<file path="src/rtl/srfPkg.sv">
package srfPkg;
  localparam int BEAT_IDX_W = 4;

  typedef enum logic {
    BR_IDLE = 1'b0,
    BR_XFER = 1'b1
  } bridgeState_t;

  typedef struct packed {
    logic                  acceptPlain;
    logic                  acceptIdx;
    logic                  beatEn;
    logic                  lastBeat;
    logic [BEAT_IDX_W-1:0] beatIdx;
  } srfStrobes_t;
endpackage

</file>
<file path="src/rtl/regBank.sv">
module regBank #(
  parameter int W      = 32,
  parameter int DEPTH  = 8,
  parameter int NRD    = 2,
  parameter int HALF_W = 16
) (
  input  logic                                 clk,
  input  logic                                 rstN,
  input  logic [NRD-1:0][$clog2(DEPTH)-1:0]    rdSel,
  output logic [NRD-1:0][W-1:0]                rdData,
  input  logic                                 wrEn,
  input  logic                                 wrLowOnly,
  input  logic [$clog2(DEPTH)-1:0]             wrSel,
  input  logic [W-1:0]                         wrData
);
  logic [W-1:0] mem [DEPTH];
  logic [W-1:0] wrVal;

  // merged value: word writes keep the upper part of the old contents
  always_comb begin
    if (wrLowOnly) wrVal = {mem[wrSel][W-1:HALF_W], wrData[HALF_W-1:0]};
    else           wrVal = wrData;
  end

  always_ff @(posedge clk or negedge rstN) begin
    if (!rstN) begin
      for (int i = 0; i < DEPTH; i++) mem[i] <= '0;
    end else if (wrEn) begin
      mem[wrSel] <= wrVal;
    end
  end

  // write-first read ports
  for (genvar g = 0; g < NRD; g++) begin : gRd
    assign rdData[g] = (wrEn && (wrSel == rdSel[g])) ? wrVal : mem[rdSel[g]];
  end
endmodule

</file>
<file path="src/rtl/splitRegCtrl.sv">
module splitRegCtrl
  import srfPkg::*;
#(
  parameter int NBEATS = 2
) (
  input  logic        clk,
  input  logic        rstN,
  input  logic        aguReqValid,
  input  logic        aguIdxEn,
  input  logic        aluWrEn,
  output logic        aguReady,
  output logic        aguRespValid,
  output logic        flagUpd,
  output srfStrobes_t strb
);
  localparam int CW = (NBEATS > 1) ? $clog2(NBEATS) : 1;

  bridgeState_t state;
  logic [CW-1:0] beatCnt;
  logic lastBeat;

  assign aguReady = (state == BR_IDLE);
  assign lastBeat = (beatCnt == CW'(NBEATS - 1));

  always_comb begin
    strb.acceptPlain = aguReqValid && aguReady && !aguIdxEn;
    strb.acceptIdx   = aguReqValid && aguReady && aguIdxEn;
    strb.beatEn      = (state == BR_XFER);
    strb.lastBeat    = (state == BR_XFER) && lastBeat;
    strb.beatIdx     = BEAT_IDX_W'(beatCnt);
  end

  always_ff @(posedge clk or negedge rstN) begin
    if (!rstN) begin
      state   <= BR_IDLE;
      beatCnt <= '0;
    end else begin
      case (state)
        BR_IDLE: if (strb.acceptIdx) begin
          state   <= BR_XFER;
          beatCnt <= '0;
        end
        BR_XFER: if (lastBeat) begin
          state   <= BR_IDLE;
          beatCnt <= '0;
        end else begin
          beatCnt <= beatCnt + 1'b1;
        end
        default: state <= BR_IDLE;
      endcase
    end
  end

  always_ff @(posedge clk or negedge rstN) begin
    if (!rstN) begin
      aguRespValid <= 1'b0;
      flagUpd      <= 1'b0;
    end else begin
      aguRespValid <= strb.acceptPlain || strb.lastBeat;
      flagUpd      <= aluWrEn;
    end
  end
endmodule

</file>
<file path="src/rtl/splitRegData.sv">
module splitRegData
  import srfPkg::*;
#(
  parameter int DATA_W   = 32,
  parameter int REG_CNT  = 8,
  parameter int BRIDGE_W = 16,
  parameter int HALF_W   = 16
) (
  input  logic                       clk,
  input  logic                       rstN,
  input  srfStrobes_t                strb,
  input  logic [$clog2(REG_CNT)-1:0] aluRdSelA,
  input  logic [$clog2(REG_CNT)-1:0] aluRdSelB,
  output logic [DATA_W-1:0]          aluRdDataA,
  output logic [DATA_W-1:0]          aluRdDataB,
  input  logic                       aluWrEn,
  input  logic                       aluWrWord,
  input  logic [$clog2(REG_CNT)-1:0] aluWrSel,
  input  logic [DATA_W-1:0]          aluWrData,
  input  logic [$clog2(REG_CNT)-1:0] aguAuxSel,
  output logic [DATA_W-1:0]          aguAuxData,
  input  logic                       aguWrEn,
  input  logic                       aguWrWord,
  input  logic [$clog2(REG_CNT)-1:0] aguWrSel,
  input  logic [DATA_W-1:0]          aguWrData,
  input  logic [$clog2(REG_CNT)-1:0] aguBaseSel,
  input  logic [$clog2(REG_CNT)-1:0] aguIdxSel,
  output logic [DATA_W-1:0]          aguBase,
  output logic [DATA_W-1:0]          aguIndex
);
  localparam int SW     = $clog2(REG_CNT);
  localparam int NBEATS = DATA_W / BRIDGE_W;
  localparam int CW     = (NBEATS > 1) ? $clog2(NBEATS) : 1;

  // data bank: port 0/1 for the ALU, port 2 taps the bridge
  logic [2:0][SW-1:0]     dSel;
  logic [2:0][DATA_W-1:0] dRd;
  // address bank: port 0 base, port 1 auxiliary
  logic [1:0][SW-1:0]     aSel;
  logic [1:0][DATA_W-1:0] aRd;
  logic [DATA_W-1:0]      aguWrExt;
  logic [SW-1:0]          idxSelHold;

  logic [NBEATS-1:0][BRIDGE_W-1:0] tapSlices;
  logic [NBEATS-1:0][BRIDGE_W-1:0] idxAcc;
  logic [NBEATS-1:0][BRIDGE_W-1:0] idxMerged;
  logic [BRIDGE_W-1:0]             bridgeBus;
  logic [CW-1:0]                   beatSel;

  assign dSel = {idxSelHold, aluRdSelB, aluRdSelA};
  assign aSel = {aguAuxSel, aguBaseSel};
  assign aluRdDataA = dRd[0];
  assign aluRdDataB = dRd[1];
  assign aguAuxData = aRd[1];

  always_comb begin
    if (aguWrWord) aguWrExt = {{(DATA_W-HALF_W){aguWrData[HALF_W-1]}}, aguWrData[HALF_W-1:0]};
    else           aguWrExt = aguWrData;
  end

  regBank #(.W(DATA_W), .DEPTH(REG_CNT), .NRD(3), .HALF_W(HALF_W)) uDataBank (
    .clk(clk), .rstN(rstN), .rdSel(dSel), .rdData(dRd),
    .wrEn(aluWrEn), .wrLowOnly(aluWrWord), .wrSel(aluWrSel), .wrData(aluWrData)
  );

  regBank #(.W(DATA_W), .DEPTH(REG_CNT), .NRD(2), .HALF_W(HALF_W)) uAddrBank (
    .clk(clk), .rstN(rstN), .rdSel(aSel), .rdData(aRd),
    .wrEn(aguWrEn), .wrLowOnly(1'b0), .wrSel(aguWrSel), .wrData(aguWrExt)
  );

  // bridge: one slice of the held index register per transfer cycle
  assign tapSlices = dRd[2];
  assign beatSel   = strb.beatIdx[CW-1:0];
  assign bridgeBus = tapSlices[beatSel];

  always_comb begin
    idxMerged          = idxAcc;
    idxMerged[beatSel] = bridgeBus;
  end

  always_ff @(posedge clk or negedge rstN) begin
    if (!rstN) begin
      idxSelHold <= '0;
      idxAcc     <= '0;
      aguBase    <= '0;
      aguIndex   <= '0;
    end else begin
      if (strb.acceptIdx) idxSelHold <= aguIdxSel;
      if (strb.acceptPlain || strb.acceptIdx) aguBase <= aRd[0];
      if (strb.acceptPlain) aguIndex <= '0;
      if (strb.beatEn) idxAcc <= idxMerged;
      if (strb.lastBeat) aguIndex <= idxMerged;
    end
  end
endmodule

</file>
<file path="src/rtl/splitRegFile.sv">
module splitRegFile
  import srfPkg::*;
#(
  parameter int DATA_W   = 32,
  parameter int REG_CNT  = 8,
  parameter int BRIDGE_W = 16,
  parameter int HALF_W   = 16
) (
  input  logic                       clk,
  input  logic                       rstN,
  input  logic [$clog2(REG_CNT)-1:0] aluRdSelA,
  input  logic [$clog2(REG_CNT)-1:0] aluRdSelB,
  output logic [DATA_W-1:0]          aluRdDataA,
  output logic [DATA_W-1:0]          aluRdDataB,
  input  logic                       aluWrEn,
  input  logic                       aluWrWord,
  input  logic [$clog2(REG_CNT)-1:0] aluWrSel,
  input  logic [DATA_W-1:0]          aluWrData,
  output logic                       flagUpd,
  input  logic [$clog2(REG_CNT)-1:0] aguAuxSel,
  output logic [DATA_W-1:0]          aguAuxData,
  input  logic                       aguWrEn,
  input  logic                       aguWrWord,
  input  logic [$clog2(REG_CNT)-1:0] aguWrSel,
  input  logic [DATA_W-1:0]          aguWrData,
  input  logic                       aguReqValid,
  output logic                       aguReady,
  input  logic [$clog2(REG_CNT)-1:0] aguBaseSel,
  input  logic                       aguIdxEn,
  input  logic [$clog2(REG_CNT)-1:0] aguIdxSel,
  output logic                       aguRespValid,
  output logic [DATA_W-1:0]          aguBase,
  output logic [DATA_W-1:0]          aguIndex
);
  localparam int NBEATS = DATA_W / BRIDGE_W;

  srfStrobes_t strb;

  splitRegCtrl #(.NBEATS(NBEATS)) uCtrl (
    .clk(clk), .rstN(rstN), .aguReqValid(aguReqValid), .aguIdxEn(aguIdxEn),
    .aluWrEn(aluWrEn), .aguReady(aguReady), .aguRespValid(aguRespValid),
    .flagUpd(flagUpd), .strb(strb)
  );

  splitRegData #(.DATA_W(DATA_W), .REG_CNT(REG_CNT), .BRIDGE_W(BRIDGE_W), .HALF_W(HALF_W)) uData (
    .clk(clk), .rstN(rstN), .strb(strb),
    .aluRdSelA(aluRdSelA), .aluRdSelB(aluRdSelB), .aluRdDataA(aluRdDataA), .aluRdDataB(aluRdDataB),
    .aluWrEn(aluWrEn), .aluWrWord(aluWrWord), .aluWrSel(aluWrSel), .aluWrData(aluWrData),
    .aguAuxSel(aguAuxSel), .aguAuxData(aguAuxData),
    .aguWrEn(aguWrEn), .aguWrWord(aguWrWord), .aguWrSel(aguWrSel), .aguWrData(aguWrData),
    .aguBaseSel(aguBaseSel), .aguIdxSel(aguIdxSel), .aguBase(aguBase), .aguIndex(aguIndex)
  );
endmodule

</file>
<file path="config.mk">
export PLATFORM = sky130hd
export DESIGN_NAME = splitRegFile
export DESIGN_NICKNAME = d
export VERILOG_FILES = /design/src/rtl/srfPkg.sv /design/src/rtl/regBank.sv /design/src/rtl/splitRegCtrl.sv /design/src/rtl/splitRegData.sv /design/src/rtl/splitRegFile.sv
export SDC_FILE = /design/constraint.sdc
export NUM_CORES = 1
export LEC_CHECK = 0
export CORE_MARGIN = 10
export CORE_UTILIZATION = 54
export DETAILED_ROUTE_END_ITERATION = 8
export DONT_BUFFER_PORTS = 1
export GPL_TIMING_DRIVEN = 0
export HOLD_SLACK_MARGIN = 0.12
export MAX_ROUTING_LAYER = met4
export PLACE_DENSITY = 0.69
export SYNTH_ARGS = -nofsm -noshare
export SYNTH_HDL_FRONTEND = slang
export SYNTH_SLANG_ARGS = --single-unit
export TNS_END_PERCENT = 10
</file>
<file path="constraint.sdc">
create_clock -name clk -period 3.7 [get_ports clk]
set_clock_uncertainty 0.1 [all_clocks]
set_input_delay 0.74 -clock clk [delete_from_list [all_inputs] [get_ports clk]]
set_output_delay 0.74 -clock clk [all_outputs]
set_load 0.03 [all_outputs]
</file>
==> results_dict.tcl, run 1 <==
set metrics [dict create \
    max_slew_margin_pct -121 \
    p_leak_uw 0.0162 \
    cp_common_cell "clkbuf_1" \
    grt_pass1_wl_um 180000 \
    synthCells 2832 \
    final_cells 3822 \
    drt-pass1-iter-count 7 \
    crit_chain "clkbuf_1 -> clkbuf_1 -> mux4_2 -> mux2i_1 -> a21oi_4" \
    seqPwrFrac_pct 39.2 \
    ff2ff_setup_slack_ns 0.60 \
    start_util_pct 54.6 \
    status "finished, violations left" \
    ys.flop_type "dfrtp_1" \
    insertion_delay_ns 0.62 \
    area_growth_pct 12.3 \
    final_core_util_pct 61.3 \
    hpwl_um 81100 \
    die_h_um 272 \
    clkSinkCount 599 \
    ys_ff_latch 599 \
    synth_common_cells "dfrtp_1 (599), nand2_1 (324), mux4_2 (319)" \
    cp.required_ns 2.86 \
    via_per_inst 6.96 \
    ys_seq_area_share_pct 43.6 \
    worstSetupStartpointType "primary input" \
    synth_enable_flop_cells 0 \
    portBuffers 0 \
    nNetsFinal 3004 \
    grt_max_degree 600 \
    pwr-share-comb_pct 33.1 \
    synth.distinct_cells 52 \
    met3_length_um 14400 \
    power_uw 26400 \
    postRouteAntennaNets 0 \
    synthTopCellsByArea "dfrtp_1 (44%), mux4_2 (21%), mux2_2 (10%)" \
    cts_buffers 70 \
    cp.depth 5 \
    drc 0 \
    synth.largest_area_cell "dfrtp_1" \
    irDropWorstVdd_mv 0.491 \
    async_reset_ff_share_pct 100 \
    track_usage_pct 33.4 \
    grt_pass1_vias 27400 \
    endpoint_kind "primary output" \
    hold_violations 100 \
    antenna_found_initial 9 \
    grt_overflow 0 \
    drt_iter0_drc 3333 \
    p_per_area_nw_per_um2 682 \
    h-tree-depth 3 \
    clockPowerShare_pct 27.8 \
    cp.arrival_ns 2.93 \
    hold_buffers 1 \
    met1Wirelength_um 43000 \
    post-synth-top-count-cell "dfrtp_1" \
    clockRootBuffer "clkbuf_16" \
    row_count 92 \
    swShare_pct 37.2 \
    slowest_stage "clkbuf_1" \
    placedCellCount 3678 \
    violations "negative hold slack, max-slew violations, negative setup slack" \
    hold_path_class "in2async" \
    ios 256 \
    worst-setup-path-type "in2out" \
    fin_tns_setup_ns -0.361 \
    rsz0062_at_grt "true" \
    met2_length_um 57800 \
    detail_route.wl_per_cell_um 31.8 \
    drv_cap 0 \
    syn_nets 2925 \
    top_layer "met4" \
    clockBufferDepth 3 \
    path_delay_family "buffers and inverters" \
    routabilityCongestion 0.980 \
    clk_pin_slew_ns 0.06 \
    timing.hold.ws_ns -0.280 \
    layout_min_cycle_time_ns 3.77 \
    dieArea_um2 74200 \
    post-route-period-util_pct 102 \
    coreArea_um2 63100 \
    r2r.worst_path.cells 8 \
    worst_pin_slew_ns 3.32 \
    p_int_uw 16600 \
    vias 26600 \
    setup_violations 10 \
    path_buf_inv 2 \
    routed_wl_um 122000 \
    synth_area_um2 34400 \
    setup_ws_ns -0.0668 \
    synth_top_area_share_pct 43.6 \
    cts_tree "built" \
    drv_slew 485 \
    postSynthAreaPerCell_um2 12.2 \
    maxClockFrequency_mhz 265 \
    worstPathMaxFanout 10 \
    die_w_um 272 \
    slowest_delay_ns 0.75 \
    power.switching_uw 9800 \
    post_route_cells_drive_above_1_share_pct 34.2 \
    synth_warnings 0 \
]
routing by layer:
| layer | up-vias | global-route usage [%] |
|---|---|---|
| met1 | 13600 | 38.8 |
| li1 | 10700 | - |
| met4 | 0 | 15.9 |
| met5 | - | - |
| met3 | 434 | 11.5 |
| met2 | 1783 | 51.6 |
path summary, 6_finish.rpt:
path	startpoint	endpoint
worst max-delay path	aluRdSelB[1]	aluRdDataB[4]
worst min-delay path	rstN	uData.uDataBank.mem[105]$_DFFE_PN0P_
worst max register to register	uData.idxSelHold[2]$_DFFE_PN0P_	uData.idxAcc[8]$_DFFE_PN0P_
worst min register to register	uData.idxAcc[15]$_DFFE_PN0P_	uData.idxAcc[15]$_DFFE_PN0P_
max in group asynchronous	rstN	uData.uDataBank.mem[58]$_DFFE_PN0P_
min in group clk	aguIdxSel[2]	uData.idxSelHold[2]$_DFFE_PN0P_
what timing repair did:
item | 4_1_cts | 5_1_grt
resized for setup | 143 | 35
pin swaps | 2 | 1
endpoints found under the setup margin | 94 | 61
endpoints found under the hold margin | 600 | 599
setup buffers | 6 | 0
stage by stage:
step | area [µm²] | worst slack, ns
global route | 38600 | -0.0607
global placement | 35500 | -0.826
finish | 38600 | -0.0668
detailed placement | 35500 | -0.853
floorplan | 34400 | 0.209
CTS | 38500 | -0.0827
final cells by class:
class	count	area, µm²
buffer	321	1580
fill	4991	24400
timing repair buffer	7	55.1
clock inverter	31	380
sequential	599	15000
clock buffer	94	2040
multi-input combinational	1906	18500
inverter	6	22.5
antenna	12	30.0
tap	846	1060
flip-flops by register name, summed over array words and instances, names as in the netlist:
register and count:
uCtrl.aguRespValid 1, uCtrl.beatCnt 1, uCtrl.flagUpd 1, uCtrl.state 1, uData.aguBase 32, uData.aguIndex 32, uData.idxAcc 16, uData.idxSelHold 3
uData.uAddrBank.mem 256, uData.uDataBank.mem 256
kinds of logic after synthesis:
kind of cell / count (synthesis) / synth area share, %
compound gates: 563 / 9.40
xor+xnor: 15 / 0.382
flops: 599 / 43.6
mux: 787 / 35.6
simple gates: 541 / 6.57
buf+inv: 327 / 4.46
layout by cell type, fill, tap and decap left out, types with 18 or more instances in the layout:
master	instances
dfrtp_1	599
o21ai_0	205
nand2_1	322
a21oi_1	102
mux4_2	319
o21ai_4	19
buf_1	25
buf_4	53
mux2_2	314
a22oi_1	32
clkbuf_2	22
o221ai_1	18
a21oi_4	23
o21ai_1	64
nor2_1	134
mux2i_1	153
clkbuf_16	73
clkbuf_1	137
buf_2	89
power by group through the flow:
| stage | registers, µW | logic [µW] | clock network, µW |
|---|---|---|---|
| floorplan | 9730 | 6370 | 0 |
| global placement | 10200 | 8070 | 0 |
| detailed placement | 10400 | 8270 | 0 |
| CTS | 10300 | 8550 | 7350 |
| global route | 10500 | 9220 | 7630 |
| finish | 10300 | 8720 | 7320 |
(Power assumes the default switching activity.)
==> inputs of run 2 (changes only) <==
==> constraint.sdc (replaced) <==
create_clock -name clk -period 3.7 [get_ports clk]
set_clock_uncertainty 0.1 [all_clocks]
set_input_delay 0.37 -clock clk [delete_from_list [all_inputs] [get_ports clk]]
set_output_delay 0.37 -clock clk [all_outputs]
set_load 0.03 [all_outputs]
==> run 2 against run 1 <==
Effect of this change:
- the run ends with negative hold slack, max-slew violations left
- clock power about the same
- via count is 1.1% higher
- total power shrank 0.79%
- utilization decreased by 0.35 points
- sequential share of layout area grew 0.22 points
- critical endpoint is now aluRdDataA[31]
- critical path depth is 3 higher
- fmax up 2.4%
- final cell count up 1.1%
- count of clock-buffer cells in the layout unchanged
- critical path type unchanged
- largest cell class unchanged
==> results_dict.tcl, run 2 (synthesis results as in run 1) <==
set metrics [dict create \
    ios 256 \
    clockRootBuffer "clkbuf_16" \
    p_leak_uw 0.0162 \
    start_util_pct 54.6 \
    h-tree-depth 3 \
    worstSetupStartpointType "primary input" \
    nNetsFinal 3046 \
    routed_wl_um 122000 \
    postRouteAntennaNets 0 \
    nFillCells 5022 \
    power_uw 26200 \
    hold_violations 599 \
    drv_slew 123 \
    hold_buffers 49 \
    final_cell_mix "dfrtp_1 (599), nand2_1 (324), mux4_2 (319)" \
    post-route-period-util_pct 99.4 \
    via_per_inst 6.96 \
    endpoint_kind "primary output" \
    status "finished, violations left" \
    row_count 92 \
    routabilityCongestion 0.980 \
    grt_max_degree 600 \
    r2r_start "uData.idxSelHold[2]$_DFFE_PN0P_" \
    layout_min_cycle_time_ns 3.68 \
    insertion_delay_ns 0.62 \
    timing.hold.ws_ns -0.652 \
    cts_tree "built" \
    setup_violations 0 \
    cp.required_ns 3.23 \
    violations "negative hold slack, max-slew violations" \
    slowest_delay_ns 0.75 \
    portBuffers 0 \
    fin_tns_setup_ns 0 \
    clockBufferDepth 3 \
    worst-setup-path-type "in2out" \
    multi_input_area_um2 17900 \
    dieArea_um2 74200 \
    coreArea_um2 63100 \
    drc 0 \
    hpwl_um 81100 \
    crit_chain "buf_4 -> buf_6 -> buf_6 -> buf_2 -> xnor2_1 -> nand4_2 -> clkdlybuf4s15_1 -> o21ai_1" \
    die_h_um 272 \
    placedCellCount 3678 \
    die_w_um 272 \
    ff2ff_setup_slack_ns 0.59 \
    cts_setup_buffers 0 \
    worst_pin_slew_ns 1.65 \
    r2r.worst_path.cells 8 \
    r2r_end "uData.idxAcc[8]$_DFFE_PN0P_" \
    max_slew_margin_pct -9.69 \
    final_cells 3864 \
    slowest_stage "clkdlybuf4s15_1" \
    p_per_area_nw_per_um2 681 \
    antenna_found_initial 7 \
    maxClockFrequency_mhz 272 \
    drt_iter0_drc 3527 \
    detail_route.wl_per_cell_um 31.6 \
    final_common_cell "dfrtp_1" \
    area_growth_pct 11.6 \
    rsz0062_at_grt "false" \
    seq_area_um2 15000 \
    grt_overflow 0 \
    cp.arrival_ns 3.21 \
    irDropWorstVdd_mv 0.495 \
    vias 26900 \
    post_route_cells_drive_above_1_share_pct 30.3 \
    hold_path_class "in2async" \
    cts_buffers 70 \
    clkSinkCount 599 \
    track_usage_pct 33.5 \
    reg.largest.list "uData.uAddrBank.mem x256, uData.uDataBank.mem x256" \
    worstPathMaxFanout 10 \
    grt_pass1_wl_um 180000 \
    grt_pass1_vias 27500 \
    cp_common_cell "buf_6" \
    drt-pass1-iter-count 7 \
    drv_cap 0 \
    clk_pin_slew_ns 0.06 \
]
-- run 2: cell count changes in the layout (fill, tap and decap cells not counted), moves of 14 or more --
cell / previous run / this run
a21oi_1: 102 / 134
o21ai_4: 19 / 0
clkbuf_1: 137 / 164
o21ai_2: 15 / 1
a21oi_4: 23 / 0
o21ai_1: 64 / 91
dlygate4sd3_1: 1 / 49
clkbuf_2: 22 / 1
-- run 2: final cells by class --
cell class / instances / area share (%)
Antenna cell: 12 / 0.0782
Buffer: 321 / 3.96
Timing Repair Buffer: 49 / 1.28
Inverter: 6 / 0.0586
Clock inverter: 31 / 0.990
Multi-Input combinational cell: 1906 / 46.6
Clock buffer: 94 / 5.30
Sequential cell: 599 / 39.0
Tap cell: 846 / 2.76
-- run 2: critical path, delay by kind of cell --
family,cells,cell delay [ns]
AND/OR/NAND/NOR,1,0.36
XOR/XNOR,1,0.17
AO/OA/AOI/OAI,1,0.73
buffers and inverters,5,1.57
-- run 2: what timing repair did --
item / in CTS / in global routing
endpoints found under the setup margin: 7 / 5
endpoints found under the hold margin: 748 / 599
resized for setup: 7 / 5
-- run 2: worst max path at each step --
stage | start | end | cells past startpoint
floorplan | aluWrSel[2] | aluRdDataA[16] | 8
global placement | aluWrSel[1] | aluRdDataA[18] | 8
detailed placement | aluWrSel[2] | aluRdDataB[30] | 7
CTS | aluWrSel[2] | aluRdDataB[26] | 7
global route | aluWrSel[1] | aluRdDataA[26] | 8
finish | aluWrSel[1] | aluRdDataA[31] | 8
-- run 2: metrics by stage --
stage                     utilization [%]  area (µm²)  setup WS (ns)
after floorplan                         -       34400          0.949
after global placement               56.2       35500        -0.0861
after detailed placement             56.2       35500         -0.113
after CTS                            60.8       38400         0.0479
after global routing                 60.9       38400        0.00115
final                                60.9       38400         0.0211
-- run 2: where the power goes --
part,internal (µW),switching (µW)
clock,4370,2950
combinational,3930,4580
sequential,8170,2170
total,16500,9700
-- run 2: metal layers --
layer,track usage (%),wire length [µm],vias up
met5,-,0,-
met4,16.0,6340,0
met3,11.0,14900,432
met2,51.7,58100,1942
met1,39.3,42800,13700
li1,-,-,10800
